<file path="config.mk">
export PLATFORM = sky130hd
export DESIGN_NAME = serial_adc_capture
export DESIGN_NICKNAME = d
export VERILOG_FILES = /design/src/rtl/acq_pkg.sv /design/src/rtl/acq_ctrl.sv /design/src/rtl/acq_datapath.sv /design/src/rtl/serial_adc_capture.sv
export SDC_FILE = /design/constraint.sdc
export NUM_CORES = 1
export LEC_CHECK = 0
export ABC_AREA = 1
export BUFFER_PORTS_ARGS = -buffer_cell sky130_fd_sc_hd__buf_2
export CORE_AREA = 2 2 84 86
export DETAILED_ROUTE_END_ITERATION = 12
export DIE_AREA = 0 0 86 88
export PLACE_DENSITY = 0.57
export SYNTH_ARGS = -nofsm -noshare
export SYNTH_HDL_FRONTEND = slang
export SYNTH_HIERARCHICAL = 1
export SYNTH_SLANG_ARGS = --single-unit
</file>
<file path="constraint.sdc">
create_clock -name clk -period 4.8 [get_ports clk]
set_input_delay 0 -clock clk [delete_from_list [all_inputs] [get_ports clk]]
set_output_delay 0 -clock clk [all_outputs]
set_load 0.02 [all_outputs]
</file>
<file path="src/rtl/acq_pkg.sv">
package acq_pkg;

  typedef enum logic [1:0] {
    ST_IDLE  = 2'd0,
    ST_START = 2'd1,
    ST_WAIT  = 2'd2,
    ST_SHIFT = 2'd3
  } acqState_t;

  // Strobes from the sequencer to the datapath
  typedef struct packed {
    logic capture;  // take sdi into the shift register at this edge
    logic load;     // move the assembled byte to the output at this edge
  } acqStrobe_t;

endpackage

</file>
<file path="src/rtl/acq_ctrl.sv">
module acq_ctrl
  import acq_pkg::*;
#(
  parameter int DATA_W     = 8,
  parameter int START_LOW  = 4,
  parameter int CONV_WAIT  = 800,
  parameter int SCLK_HALF  = 4
) (
  input  logic       clk,
  input  logic       rstN,
  input  logic       sampleReq,
  output logic       convStartN,
  output logic       sclk,
  output acqStrobe_t strb
);

  localparam int MAX_A   = (START_LOW > CONV_WAIT) ? START_LOW : CONV_WAIT;
  localparam int MAX_CNT = (MAX_A > SCLK_HALF) ? MAX_A : SCLK_HALF;
  localparam int CNT_W   = $clog2(MAX_CNT + 1);
  localparam int BIT_W   = (DATA_W > 1) ? $clog2(DATA_W) : 1;

  localparam logic [CNT_W-1:0] START_LAST = CNT_W'(START_LOW - 1);
  localparam logic [CNT_W-1:0] WAIT_LAST  = CNT_W'(CONV_WAIT - 1);
  localparam logic [CNT_W-1:0] HALF_LAST  = CNT_W'(SCLK_HALF - 1);
  localparam logic [BIT_W-1:0] BIT_LAST   = BIT_W'(DATA_W - 1);

  acqState_t        state;
  logic [CNT_W-1:0] cnt;
  logic [BIT_W-1:0] bitIdx;
  logic             sclkQ;
  logic             sampPrev;
  logic             sampleRise;
  logic             halfDone;

  assign sampleRise = sampleReq & ~sampPrev;
  assign halfDone   = (cnt == HALF_LAST);

  always_ff @(posedge clk or negedge rstN) begin
    if (!rstN) begin
      state    <= ST_IDLE;
      cnt      <= '0;
      bitIdx   <= '0;
      sclkQ    <= 1'b0;
      sampPrev <= 1'b0;
    end else begin
      sampPrev <= sampleReq;
      unique case (state)
        ST_IDLE: begin
          if (sampleRise) begin
            state <= ST_START;
            cnt   <= '0;
          end
        end
        ST_START: begin
          if (cnt == START_LAST) begin
            state <= ST_WAIT;
            cnt   <= '0;
          end else begin
            cnt <= cnt + 1'b1;
          end
        end
        ST_WAIT: begin
          if (cnt == WAIT_LAST) begin
            state  <= ST_SHIFT;
            cnt    <= '0;
            bitIdx <= '0;
            sclkQ  <= 1'b0;
          end else begin
            cnt <= cnt + 1'b1;
          end
        end
        ST_SHIFT: begin
          if (halfDone) begin
            cnt <= '0;
            if (!sclkQ) begin
              sclkQ <= 1'b1;
            end else begin
              sclkQ <= 1'b0;
              if (bitIdx == BIT_LAST) begin
                state <= ST_IDLE;
              end else begin
                bitIdx <= bitIdx + 1'b1;
              end
            end
          end else begin
            cnt <= cnt + 1'b1;
          end
        end
        default: state <= ST_IDLE;
      endcase
    end
  end

  always_comb begin
    strb.capture = (state == ST_SHIFT) && halfDone && !sclkQ;
    strb.load    = (state == ST_SHIFT) && halfDone && sclkQ && (bitIdx == BIT_LAST);
  end

  assign convStartN = (state != ST_START);
  assign sclk       = sclkQ;

  // no serial clock while convert-start is asserted
  p_sclk_quiet_start_r4: assert property (@(posedge clk) disable iff (!rstN)
    !convStartN |-> !sclk);

  // a start pulse only begins after a request rise was seen
  p_start_on_rise_r2: assert property (@(posedge clk) disable iff (!rstN)
    $fell(convStartN) |-> ($past(sampleReq) && !$past(sampPrev)));

  // every sclk rise coincides with a capture strobe
  p_rise_captures_r5: assert property (@(posedge clk) disable iff (!rstN)
    $rose(sclk) |-> $past(strb.capture));

  // the serial clock never rises straight out of the start pulse
  p_wait_before_clock_r3: assert property (@(posedge clk) disable iff (!rstN)
    $rose(convStartN) |-> !sclk);

endmodule

</file>
<file path="src/rtl/acq_datapath.sv">
module acq_datapath
  import acq_pkg::*;
#(
  parameter int DATA_W = 8
) (
  input  logic              clk,
  input  logic              rstN,
  input  logic              sdi,
  input  acqStrobe_t        strb,
  output logic [DATA_W-1:0] result,
  output logic              dataReady
);

  localparam int CAP_W = $clog2(DATA_W + 1);

  logic [DATA_W-1:0] shiftReg;
  logic [CAP_W-1:0]  capCnt;

  always_ff @(posedge clk or negedge rstN) begin
    if (!rstN) begin
      shiftReg  <= '0;
      result    <= '0;
      dataReady <= 1'b0;
      capCnt    <= '0;
    end else begin
      dataReady <= 1'b0;
      if (strb.capture) begin
        shiftReg <= {shiftReg[DATA_W-2:0], sdi};
        capCnt   <= capCnt + 1'b1;
      end
      if (strb.load) begin
        result    <= shiftReg;
        dataReady <= 1'b1;
        capCnt    <= '0;
      end
    end
  end

  // the byte is only handed over after exactly DATA_W captures
  p_full_byte_r4: assert property (@(posedge clk) disable iff (!rstN)
    strb.load |-> (capCnt == CAP_W'(DATA_W)));

  // data-ready is a single-cycle pulse
  p_ready_single_r6: assert property (@(posedge clk) disable iff (!rstN)
    dataReady |=> !dataReady);

  // result only moves together with data-ready
  p_result_hold_r6: assert property (@(posedge clk) disable iff (!rstN)
    !dataReady |-> $stable(result));

endmodule

</file>
<file path="src/rtl/serial_adc_capture.sv">
module serial_adc_capture
  import acq_pkg::*;
#(
  parameter int DATA_W    = 8,
  parameter int START_LOW = 4,
  parameter int CONV_WAIT = 800,
  parameter int SCLK_HALF = 4
) (
  input  logic              clk,
  input  logic              rstN,
  input  logic              sampleReq,
  input  logic              sdi,
  output logic              convStartN,
  output logic              sclk,
  output logic [DATA_W-1:0] result,
  output logic              dataReady
);

  acqStrobe_t strb;

  acq_ctrl #(
    .DATA_W   (DATA_W),
    .START_LOW(START_LOW),
    .CONV_WAIT(CONV_WAIT),
    .SCLK_HALF(SCLK_HALF)
  ) u_ctrl (
    .clk       (clk),
    .rstN      (rstN),
    .sampleReq (sampleReq),
    .convStartN(convStartN),
    .sclk      (sclk),
    .strb      (strb)
  );

  acq_datapath #(
    .DATA_W(DATA_W)
  ) u_dp (
    .clk      (clk),
    .rstN     (rstN),
    .sdi      (sdi),
    .strb     (strb),
    .result   (result),
    .dataReady(dataReady)
  );

  // outputs idle while reset is held
  always_comb begin
    if (!rstN) begin
      a_reset_idle_r1: assert (convStartN && !sclk && !dataReady);
    end
  end

endmodule

</file>
==> results.md, run 1 <==
- The flow ran to the end, and the final reports show no timing, DRC or antenna violations.
- The data arrival time at the worst-slack endpoint is 2.58 ns.
- The fraction of layout instances using a drive strength above 1 is 0.224.
- The first-pass GRT wire length is 6.38 mm.
- STA classifies the critical path startpoint as a flip-flop.
- The static power due to leakage is 1.23 nW.
- Buffers added to address setup during post-CTS repair amount to 0.
- The count of routing violations after the opening detailed-route iteration is 45.
- The initial core utilization is 0.291.
- The worst-case vdd ir drop is around 0.18 mV.
- The core region is ~0.0066 mm^2.
- The total non-filler cell area in the finished layout is 0.00221 mm^2.
- In this run the cell area of the synthesized design comes to approximately 0.0019 mm^2.
- During I/O placement, the number of pins put on the boundary was 15.
- At the later pin of the worst-skew pair, clock insertion delay measures ~0.29 ns.
- The worst setup skew after layout is 0.00507 ns.
- The H-tree was split into 2 levels.
- In this run the horizontal extent of the chip is around 86 um.
- The number of warnings issued by yosys is 6.
- Counting flops and latches in the post-synthesis netlist gives 34.
- For the pin with the worst max-slew slack, the measured transition is about 1.1 ns.
- The detailed-routing iteration count for the pre-antenna-repair pass is 4.
- The via count of the first global-routing pass is 1427.
- The max-slew violation total from the final report is 0.
- The minimum clock period is 2.40 ns.
- For this run, the total global-route usage over all layers was measured as 0.107.
- The detailed placer's ending HPWL is 2.60 mm.
- The number of remaining DRC errors is 0.
- In this run, post-CTS repair resized a total of 0 instances.
- The worst max-slew margin expressed relative to the limit is 0.283.
- Global routing finished with a remaining overflow of 0.
- The number of nets in the synthesized netlist is 240.
- Entering global routing, the biggest net connects 35 pins.
- Relative to the synthesized area, the layout overhead comes to 14.7%.
- The CTS tree is built.
- The logic depth of the worst register-to-register path is 8.
- Across the run, the number of max-cap violations was 0.
- In this run the deepest clock path goes through 2 buffers.
- The total via count in the routed design is 1439.
- The hold buffer count at CTS is 3.
- In this run the mean area of a mapped cell was 8.47 um^2.
- The worst hold path belongs to the class primary input to async pin.
- The number of distinct library cells after synthesis is 27.
- The number of antenna diodes in the final layout is 0.
- The number of hold violations in the final report is 0.
- The initial antenna violation count is 0.
- The sequential-to-total area share from yosys stat is 0.441.
- Setup repair after global routing left no endpoint under its margin.
- Counting every sink on the clock net gives 34.
- The number of buffers added by the clock tree synthesis step is 5.
- Of the available clock period, the critical path in the final layout requires 0.501.
- At the worst endpoint, the required time is 4.98 ns.
- The post-detailed-route wirelength per cell is ~11 um.
- The setup-violating endpoint count in the final report is 0.
- The initialized floorplan defines 30 standard-cell rows.
- The count of mapped cells out of synthesis is 228.
- The total placed instance area is 0.00207 mm^2.
- Of all nets on the critical path, the largest fanout is 10.
- Summed over all failing endpoints, the final setup total negative slack is 0 ns.
- The final layout contains 261 nets.
- The area of the die is 0.00757 mm^2.
- The number of nets still failing antenna checks after routing is 0.
- Clock tree synthesis selected as its root buffer the cell sky130_fd_sc_hd__clkbuf_8.
- The critical path capture point type is a flip-flop.
- The type of the worst setup path is flip-flop to flip-flop.
- The clock-pin slew on the worst setup and hold paths is 0.08 ns.
- During placement, the flow inserted port buffers numbering 14.
- At the end of routability-driven placement, the weighted congestion stood at between 0.7 and 0.8.
- In this run the power density over the cells is 442 mW/mm^2.
- The wire length after detailed routing is 3.61 mm.
- The maximum clock rate is between 400 and 500 MHz.
- The overall power consumption is 0.979 mW.
- Using the TritonRoute via totals, the vias-per-cell ratio works out to 4.36.
- From bottom edge to top edge, the die measures 88 um.
[power breakdown]
part           internal, mW  total [mW]  switching [mW]
clock                 0.154       0.265           0.110
combinational         0.111       0.357           0.246
sequential            0.322       0.357          0.0353
total                 0.588       0.979           0.392
[worst paths after layout]
| kind | start | end | slack [ns] |
|---|---|---|---|
| setup reg to reg | u_ctrl/cnt[0]$_DFFE_PN0N_ | u_dp/result[7]$_DFFE_PN0P_ | 2.40 |
| setup / recovery | u_ctrl/cnt[0]$_DFFE_PN0N_ | u_dp/result[7]$_DFFE_PN0P_ | 2.40 |
| hold / removal | rstN | u_dp/result[4]$_DFFE_PN0P_ | 0.33 |
| hold reg to reg | u_dp/result[5]$_DFFE_PN0P_ | u_dp/result[5]$_DFFE_PN0P_ | 0.47 |
| max in group asynchronous | rstN | u_ctrl/cnt[1]$_DFFE_PN0N_ | 3.97 |
| min in group clk | sampleReq | u_ctrl/sampPrev$_DFF_PN0_ | 0.38 |
[cell families after synthesis]
logic type,share of synthesized area
AO/OA/AOI/OAI,0.0266
XOR/XNOR,0.0136
adder cells (fa/ha/maj),0.0518
buffers and inverters,0.0622
flip-flops,0.441
AND/OR/NAND/NOR,0.405
[metrics by stage]
step / setup WS (ns) / cells / hold slack (ns) / utilization
6_report: 2.40 / 330 / 0.333 / 0.333
5_1_grt: 2.06 / 330 / 0.391 / 0.333
4_1_cts: 2.38 / 330 / 0.359 / 0.333
3_5_place_dp: 2.40 / 319 / 0.140 / 0.312
3_3_place_gp: 2.48 / 319 / 0.138 / 0.312
2_1_floorplan: 3.14 / 228 / -0.296 / -
[routing by layer]
layer | wire, um | vias up | global-route usage
li1 | - | 756 | -
met1 | 1800 | 659 | 0.139
met3 | 119 | 4 | 0.0283
met2 | 1660 | 20 | 0.173
met5 | 0 | - | 0
met4 | 25 | 0 | 0.0346
[layout make-up]
cell class / count / area, um^2
fill: 688 / 4430
tap: 80 / 100
inverter: 24 / 90.1
clock inverter: 3 / 45.0
clock buffer: 5 / 68.8
multi-input combinational: 167 / 960
sequential: 34 / 851
timing repair buffer: 17 / 100
[state kept, by name, indices dropped and copies added, names as in the netlist]
signal           cells
u_ctrl/sampPrev      1
u_dp/dataReady       1
u_ctrl/bitIdx        3
u_ctrl/state         2
u_ctrl/cnt          10
u_dp/shiftReg        8
u_dp/result          8
u_ctrl/sclk          1
[layout by cell type (no fill, tap or decap), drive strengths merged, types with 2 or more instances in the layout]
master       instances
a21oi                2
buf                 14
clkbuf               5
clkinvlp             2
dfrtp               34
dlygate4sd3          3
ha                   8
inv                 24
nand2              109
nand3               16
nand4                7
nor2                12
o2111ai              2
o21ai                4
or2                  2
xor2                 3
[Yosys cell counts]
cell | count | area [um^2]
sky130_fd_sc_hd__nand2_1 | 101 | 379
sky130_fd_sc_hd__dfrtp_1 | 34 | 851
sky130_fd_sc_hd__inv_1 | 18 | 67.6
sky130_fd_sc_hd__nand3_2 | 10 | 100
sky130_fd_sc_hd__ha_1 | 8 | 100
sky130_fd_sc_hd__nand4_1 | 7 | 43.8
sky130_fd_sc_hd__nor2_1 | 7 | 26.3
sky130_fd_sc_hd__inv_2 | 6 | 22.5
sky130_fd_sc_hd__nand2_4 | 4 | 45.0
sky130_fd_sc_hd__nand3_1 | 4 | 20.0
sky130_fd_sc_hd__o21ai_0 | 4 | 20.0
sky130_fd_sc_hd__nor2_2 | 3 | 18.8
sky130_fd_sc_hd__xor2_1 | 3 | 26.3
sky130_fd_sc_hd__buf_6 | 2 | 22.5
sky130_fd_sc_hd__nand2_2 | 2 | 12.5
sky130_fd_sc_hd__nand2_8 | 2 | 40.0
sky130_fd_sc_hd__nand3_4 | 2 | 35.0
sky130_fd_sc_hd__o2111ai_1 | 2 | 17.5
sky130_fd_sc_hd__a21oi_1 | 1 | 5.00
sky130_fd_sc_hd__a21oi_2 | 1 | 8.76
sky130_fd_sc_hd__buf_4 | 1 | 7.51
sky130_fd_sc_hd__nor2_4 | 1 | 11.3
sky130_fd_sc_hd__nor2_8 | 1 | 20.0
sky130_fd_sc_hd__nor3_2 | 1 | 10.0
sky130_fd_sc_hd__nor3b_1 | 1 | 7.51
sky130_fd_sc_hd__or2_1 | 1 | 6.26
sky130_fd_sc_hd__or2_2 | 1 | 6.26
[critical path: stages, from the launching register on]
cell and delay (ns):
sky130_fd_sc_hd__dfrtp_1 0.41, sky130_fd_sc_hd__ha_1 0.27, sky130_fd_sc_hd__nand2_1 0.09, sky130_fd_sc_hd__nor2_2 0.15, sky130_fd_sc_hd__nand3_4 0.12, sky130_fd_sc_hd__nor3b_1 0.88, sky130_fd_sc_hd__inv_2 0.21, sky130_fd_sc_hd__nand2_1 0.12
sky130_fd_sc_hd__nand2_1 0.05
Note: power is estimated with default switching activity, not from simulation.
==> run 2, diff against run 1 <==
Clock period 4.8 ns to 2.3 ns, I/O delays scaled along.
==> results.md, run 2 (same netlist as run 1, synthesis figures left out) <==
- The maximum clock path buffer count is 2 (unchanged).
- In the final layout, the registers with the most flip-flops are u_ctrl/cnt (10), u_dp/result (8), u_dp/shiftReg (8).
- The die boundary width is 86 um (unchanged).
- The number of max-cap violations was 0 (unchanged).
- The detailed-routing iteration count for the pre-antenna-repair pass is 4 (unchanged).
- The tightest min-delay check is of the primary input to async pin type.
- The sink count of the clock tree is 34 (unchanged).
- More flip-flops sit in one register than any other, and that register is u_ctrl/cnt.
- The die span in y is 88 um (unchanged).
- The number of nets still failing antenna checks after routing is 0 (unchanged).
- The deepest level of the CTS H-tree is 2 (unchanged).
- Compared with the post-synthesis result, the final layout area differs by 15.9%.
- The data arrival time at the worst-slack endpoint is 2.08 ns (-0.50 ns).
- The number of inserted filler cells in the final layout is 670 (-2.6%).
- Setup repair after global routing left no endpoint under its margin.
- The via count of the first global-routing pass is 1417 (-0.70%).
- The total via count in the routed design is 1443 (+0.28%).
- The via density per instance is 4.33 (-0.63%).
- The core footprint is 0.00664 mm^2 (unchanged).
- The antenna diode count is 0 (unchanged).
- The clock-pin slew on the worst setup and hold paths is 0.07 ns (about the same).
- The required time of the critical path is 2.53 ns (-2.45 ns).
- The count of port buffers added during placement is 14 (unchanged).
- The post-detailed-route wirelength per cell is 10.7 um (-2.0%).
- The end-of-flow core utilization is 0.337 (+0.00339).
- The setup-violating endpoint count in the final report was 0 (unchanged).
- The run finished with clean final reports.
- Leaving out fill and tap cells, the most frequent cell in the layout is sky130_fd_sc_hd__nand2_1.
- The initial core utilization is 0.291 (unchanged).
- The final estimated routing congestion in global placement is 0.792 (+8.1%).
- The number of gates given a new drive strength after cts is 0 (unchanged).
- The worst-case vdd ir drop is 0.523 mV (+190%).
- STA classifies the critical path endpoint as a flip-flop.
- The root buffer cell chosen for the clock tree is sky130_fd_sc_hd__clkbuf_8.
- The ratio of total power to cell area is 919 mW/mm^2 (+110%).
- The fraction of layout instances using a drive strength above 1 came to 0.233 (+0.00920).
- The setup total negative slack is 0 ns (unchanged).
- The number of buffers added for setup after CTS came to 0 (unchanged).
- The nature of the critical path startpoint is a flip-flop.
- The maximum fanout along the worst path is 9 (-1).
- The number of buffers added by the clock tree synthesis step is 5 (unchanged).
- The all-layer global routing usage is 0.106 (-0.000114).
- The wire length after detailed routing is 3.57 mm (-1.1%).
- The worst setup skew after layout is 0.00394 ns (-0.00113 ns).
- The total congestion overflow came to 0 (unchanged).
- The max-slew violation total from the final report was 0 (unchanged).
- The type of the worst setup path is flip-flop to flip-flop.
- The final-stage net count is 264 (+1.1%).
- The static power due to leakage is 1.25 nW (+1.3%).
- The number of flip-flops under the largest register name is 10 (unchanged).
- The first-pass GRT wire length came to 6.38 mm (+0.11%).
- The transition time at the pin with the least slew margin came to 0.785 ns (-0.287 ns).
- The total placed instance area was 0.00209 mm^2 (+1.1%).
- The number of hold violations in the final report came to 0 (unchanged).
- The logic depth of the worst register-to-register path came to 8 (unchanged).
- The maximum clock rate was 542 MHz (+30%).
- The number of I/O pins is 15 (unchanged).
- The maximum number of pins on one net before global-route repair was 35 (unchanged).
- The number of placement rows is 30 (unchanged).
- The total non-filler cell area in the finished layout is 0.00224 mm^2 (+1.0%).
- The detailed placer's ending HPWL was 2.56 mm (-1.3%).
- The source-to-sink clock delay at the later pin of the worst-skew pair was 0.29 ns (about the same).
- The post-route fraction of the period consumed by the critical path is 0.803 (+0.302).
- The worst max-slew margin expressed relative to the limit came to 0.476 (+0.193).
- TritonCTS built the clock tree.
- The minimum clock period is 1.85 ns (-0.557 ns).
- The count of routing violations after the opening detailed-route iteration is 104 (+130%).
- The initial antenna violation count was 0 (unchanged).
- The number of remaining DRC errors is 0 (unchanged).
- The area of the die is 0.00757 mm^2 (unchanged).
- The library cells used most frequently in the layout, excluding fill and tap cells, are 101 x sky130_fd_sc_hd__nand2_1, 34 x sky130_fd_sc_hd__dfrtp_1, 18 x sky130_fd_sc_hd__inv_1.
==> run 2: per-stage QoR <==
step | total power [mW] | hold slack [ns] | instances | worst slack (ns)
finish | 2.06 | 0.326 | 333 | 0.454
global route | 2.21 | 0.399 | 333 | 0.243
CTS | 2.09 | 0.366 | 333 | 0.464
detailed placement | 1.52 | 0.139 | 322 | 0.488
global placement | 1.51 | 0.135 | 322 | 0.507
floorplan | 1.34 | -0.296 | 228 | 0.638
==> run 2: what timing repair did <==
item	in CTS	in global routing
hold endpoints to repair	36	0
setup endpoints to repair	0	0
hold buffers	3	0
==> run 2: layout make-up <==
class	count	area, um^2	area share
Clock buffer	5	68.8	0.0308
Clock inverter	3	45.0	0.0201
Inverter	24	90.1	0.0403
Multi-Input combinational cell	167	960	0.429
Sequential cell	34	851	0.380
Tap cell	80	100	0.0447
Timing Repair Buffer	20	123	0.0548
==> run 2: per-layer routing <==
metal	global-route usage	up-vias	wire length, um
met4	0.0317	0	46
met3	0.0377	7	153
met1	0.137	658	1800
met2	0.169	18	1570
li1	-	760	-
met5	0	-	0
==> run 2: final timing paths <==
kind                                            start                      endpoint  slack [ns]
max                         u_ctrl/cnt[0]$_DFFE_PN0N_    u_dp/result[5]$_DFFE_PN0P_        0.45
min in group clk                            sampleReq     u_ctrl/sampPrev$_DFF_PN0_        0.38
min                                              rstN     u_ctrl/cnt[5]$_DFFE_PN0N_        0.33
min reg2reg                u_dp/result[2]$_DFFE_PN0P_    u_dp/result[2]$_DFFE_PN0P_        0.47
max reg2reg                 u_ctrl/cnt[0]$_DFFE_PN0N_    u_dp/result[5]$_DFFE_PN0P_        0.45
max in group asynchronous                        rstN  u_dp/shiftReg[4]$_DFFE_PN0P_        1.48
==> run 2: critical path, stage by stage, from the launching register on <==
cell and delay [ns]:
sky130_fd_sc_hd__dfrtp_1 0.40, sky130_fd_sc_hd__ha_1 0.26, sky130_fd_sc_hd__nand2_1 0.09, sky130_fd_sc_hd__nor2_2 0.15, sky130_fd_sc_hd__nand3_4 0.11, sky130_fd_sc_hd__nor3b_1 0.41
sky130_fd_sc_hd__buf_4 0.24, sky130_fd_sc_hd__nand2_1 0.06, sky130_fd_sc_hd__nand2_1 0.06
==> run 2: power breakdown <==
part | switching, mW | internal, mW | total [mW]
Sequential | 0.0756 | 0.672 | 0.747
Combinational | 0.501 | 0.246 | 0.747
Clock | 0.239 | 0.322 | 0.561
==> run 3, diff against run 2 <==
Clock period 2.3 ns to 1.7 ns, I/O delays scaled along.
==> results.md, run 3 (same netlist as run 1, synthesis figures left out) <==
- The worst max-slew margin expressed relative to the limit was 0.695 (+0.219).
- The minimum clock period came to 1.56 ns (-0.283 ns).
- The total via count in the routed design is 1514 (+4.9%).
- The overall power consumption is 3.00 mW (+46%).
- The final-stage net count is 276 (+4.5%).
- The count of non-filler cells in the finished layout was 345 (+3.6%).
- STA classifies the critical path endpoint as a flip-flop.
- The wire length after detailed routing is 3.77 mm (+5.7%).
- The run finished with clean final reports.
- The initial core utilization came to 0.291 (unchanged).
- The source-to-sink clock delay at the later pin of the worst-skew pair is 0.28 ns (about the same).
- The final estimated routing congestion in global placement is 0.833 (+5.2%).
- The initial antenna violation count came to 0 (unchanged).
- The worst setup skew after layout was 0.00216 ns (-0.00178 ns).
- The required time of the critical path is 1.88 ns (-0.65 ns).
- The number of I/O pins is 15 (unchanged).
- In this run the clock root is driven by a sky130_fd_sc_hd__clkbuf_8.
- The maximum fanout along the worst path was 8 (-1).
- The number of remaining DRC errors is 0 (unchanged).
- The library cells used most frequently in the layout, excluding fill and tap cells, are 101 x sky130_fd_sc_hd__nand2_1, 34 x sky130_fd_sc_hd__dfrtp_1, 17 x sky130_fd_sc_hd__inv_1.
- The max-slew violation total from the final report is 0 (unchanged).
- The post-detailed-route wirelength per cell is 10.9 um (+2.0%).
- Compared with the post-synthesis result, the final layout area differs by 22.0%.
- The core footprint is 0.00664 mm^2 (unchanged).
- TritonCTS built the clock tree.
- The maximum clock rate is 640 MHz (+18%).
- The type of the worst setup path is flip-flop to flip-flop.
- The area of the die came to 0.00757 mm^2 (unchanged).
- The number of max-cap violations was 0 (unchanged).
- The antenna diode count was 0 (unchanged).
- STA classifies the critical path startpoint as a flip-flop.
- The first-pass GRT wire length came to 6.69 mm (+4.9%).
- The cell that appears most often on the critical path is sky130_fd_sc_hd__nand2_1.
- The largest registers in the layout are u_ctrl/cnt (10), u_dp/result (8), u_dp/shiftReg (8).
- The worst setup slack after placement was 0.0630 ns (-0.425 ns).
- The detailed placer's ending HPWL was 2.74 mm (+6.8%).
- The maximum number of pins on one net before global-route repair is 35 (unchanged).
- The sink count of the clock tree came to 34 (unchanged).
- The detailed-routing iteration count for the pre-antenna-repair pass is 4 (unchanged).
- The number of placed cells counting well taps is 331 (+2.8%).
- The transition time at the pin with the least slew margin is 0.457 ns (-0.328 ns).
- The clock-pin slew on the worst setup and hold paths was 0.07 ns (about the same).
- The most flop-heavy register is u_ctrl/cnt.
- The maximum single-stage delay on the critical path was 0.39 ns (-0.02 ns).
- The total congestion overflow is 0 (unchanged).
- The number of flip-flops under the largest register name is 10 (unchanged).
- The final worst hold slack is 0.283 ns (-0.0433 ns).
- The die boundary width was 86 um (unchanged).
- The number of buffers added by the clock tree synthesis step is 5 (unchanged).
- The path class of the tightest hold or removal check is primary input to async pin.
- The deepest level of the CTS H-tree came to 2 (unchanged).
- Among all stages on the critical path, the largest delay is contributed by sky130_fd_sc_hd__dfrtp_1.
- The count of port buffers added during placement is 14 (unchanged).
- Setup repair after global routing could not meet its margin everywhere.
- The number of nets still failing antenna checks after routing is 0 (unchanged).
- The data arrival time at the worst-slack endpoint is 1.74 ns (-0.34 ns).
- The die span in y was 88 um (unchanged).
- The post-route fraction of the period consumed by the critical path came to 0.919 (+0.117).
- The worst-case setup margin in the final layout came to 0.137 ns (-0.317 ns).
- The fraction of layout instances using a drive strength above 1 came to 0.275 (+0.0423).
- The static power due to leakage is 1.33 nW (+6.6%).
- The all-layer global routing usage is 0.111 (+0.00495).
- The setup total negative slack came to 0 ns (unchanged).
- The setup-violating endpoint count in the final report is 0 (unchanged).
- The via count of the first global-routing pass is 1458 (+2.9%).
- The count of routing violations after the opening detailed-route iteration is 67 (-36%).
- The maximum clock path buffer count was 2 (unchanged).
- The via density per instance is 4.39 (+1.3%).
- The library cell used most frequently in the layout, excluding fill and tap cells, is sky130_fd_sc_hd__nand2_1.
- The worst-case vdd ir drop is 0.628 mV (+20%).
- The number of hold violations in the final report came to 0 (unchanged).
- The number of placement rows is 30 (unchanged).
- Walking the worst path, the cells encountered are ha_1 > nand2_1 > nor2_2 > nand3_4 > nor3b_2 > buf_4 > inv_2 > nand2_1 > nand2_1.
- The ratio of total power to cell area is 1270 mW/mm^2 (+38%).
-- run 3: where the power goes --
group	total [mW]	internal, mW	switching [mW]
Combinational	1.10	0.383	0.717
Sequential	0.998	0.909	0.0885
Clock	0.900	0.588	0.312
Total	3.00	1.88	1.12
-- run 3: layer usage --
layer,track usage,vias to the layer above,part of all wire
li1,-,780,-
met3,0.0254,5,0.032
met4,0.0390,0,0.013
met5,0,-,0
met2,0.179,18,0.45
met1,0.148,711,0.50
-- run 3: critical path, delay by kind of cell (launching register included) --
family                     cells  cell delay (ns)
and+or+nand+nor                6             0.64
DFF                            1             0.39
buffers and inverters          2             0.25
adders and majority gates      1             0.18
-- run 3: layout make-up --
class,instances,area (um^2)
Inverter,24,90.1
Clock inverter,3,68.8
Sequential cell,34,851
Multi-Input combinational cell,167,965
Tap cell,80,100
Timing Repair Buffer,32,213
Fill cell,683,4290
Clock buffer,5,68.8
-- run 3: metrics by stage --
step | instance area, um^2 | util
6_report | 2360 | 0.355
4_1_cts | 2330 | 0.350
3_3_place_gp | 2160 | 0.325
5_1_grt | 2360 | 0.355
2_1_floorplan | 1930 | -
3_5_place_dp | 2160 | 0.325
-- run 3: final timing paths --
path	startpoint	endpoint	slack, ns	depth (start not counted)
setup / recovery	u_ctrl/cnt[1]$_DFFE_PN0N_	u_dp/result[0]$_DFFE_PN0P_	0.14	9
hold / removal	rstN	u_dp/result[7]$_DFFE_PN0P_	0.28	3
setup reg to reg	u_ctrl/cnt[1]$_DFFE_PN0N_	u_dp/result[0]$_DFFE_PN0P_	0.14	9
hold reg to reg	u_dp/result[2]$_DFFE_PN0P_	u_dp/result[2]$_DFFE_PN0P_	0.47	2
max in group asynchronous	rstN	u_ctrl/cnt[2]$_DFFE_PN0N_	1.10	3
min in group clk	sampleReq	u_ctrl/sampPrev$_DFF_PN0_	0.38	2
-- run 3: repair_timing --
| action | 4_1_cts | 5_1_grt |
|---|---|---|
| buffers inserted | 0 | 3 |
| hold buffers | 3 | 0 |
| gates resized for setup | 0 | 2 |
| endpoints found under the hold margin | 36 | 0 |
| endpoints found under the setup margin | 0 | 8 |
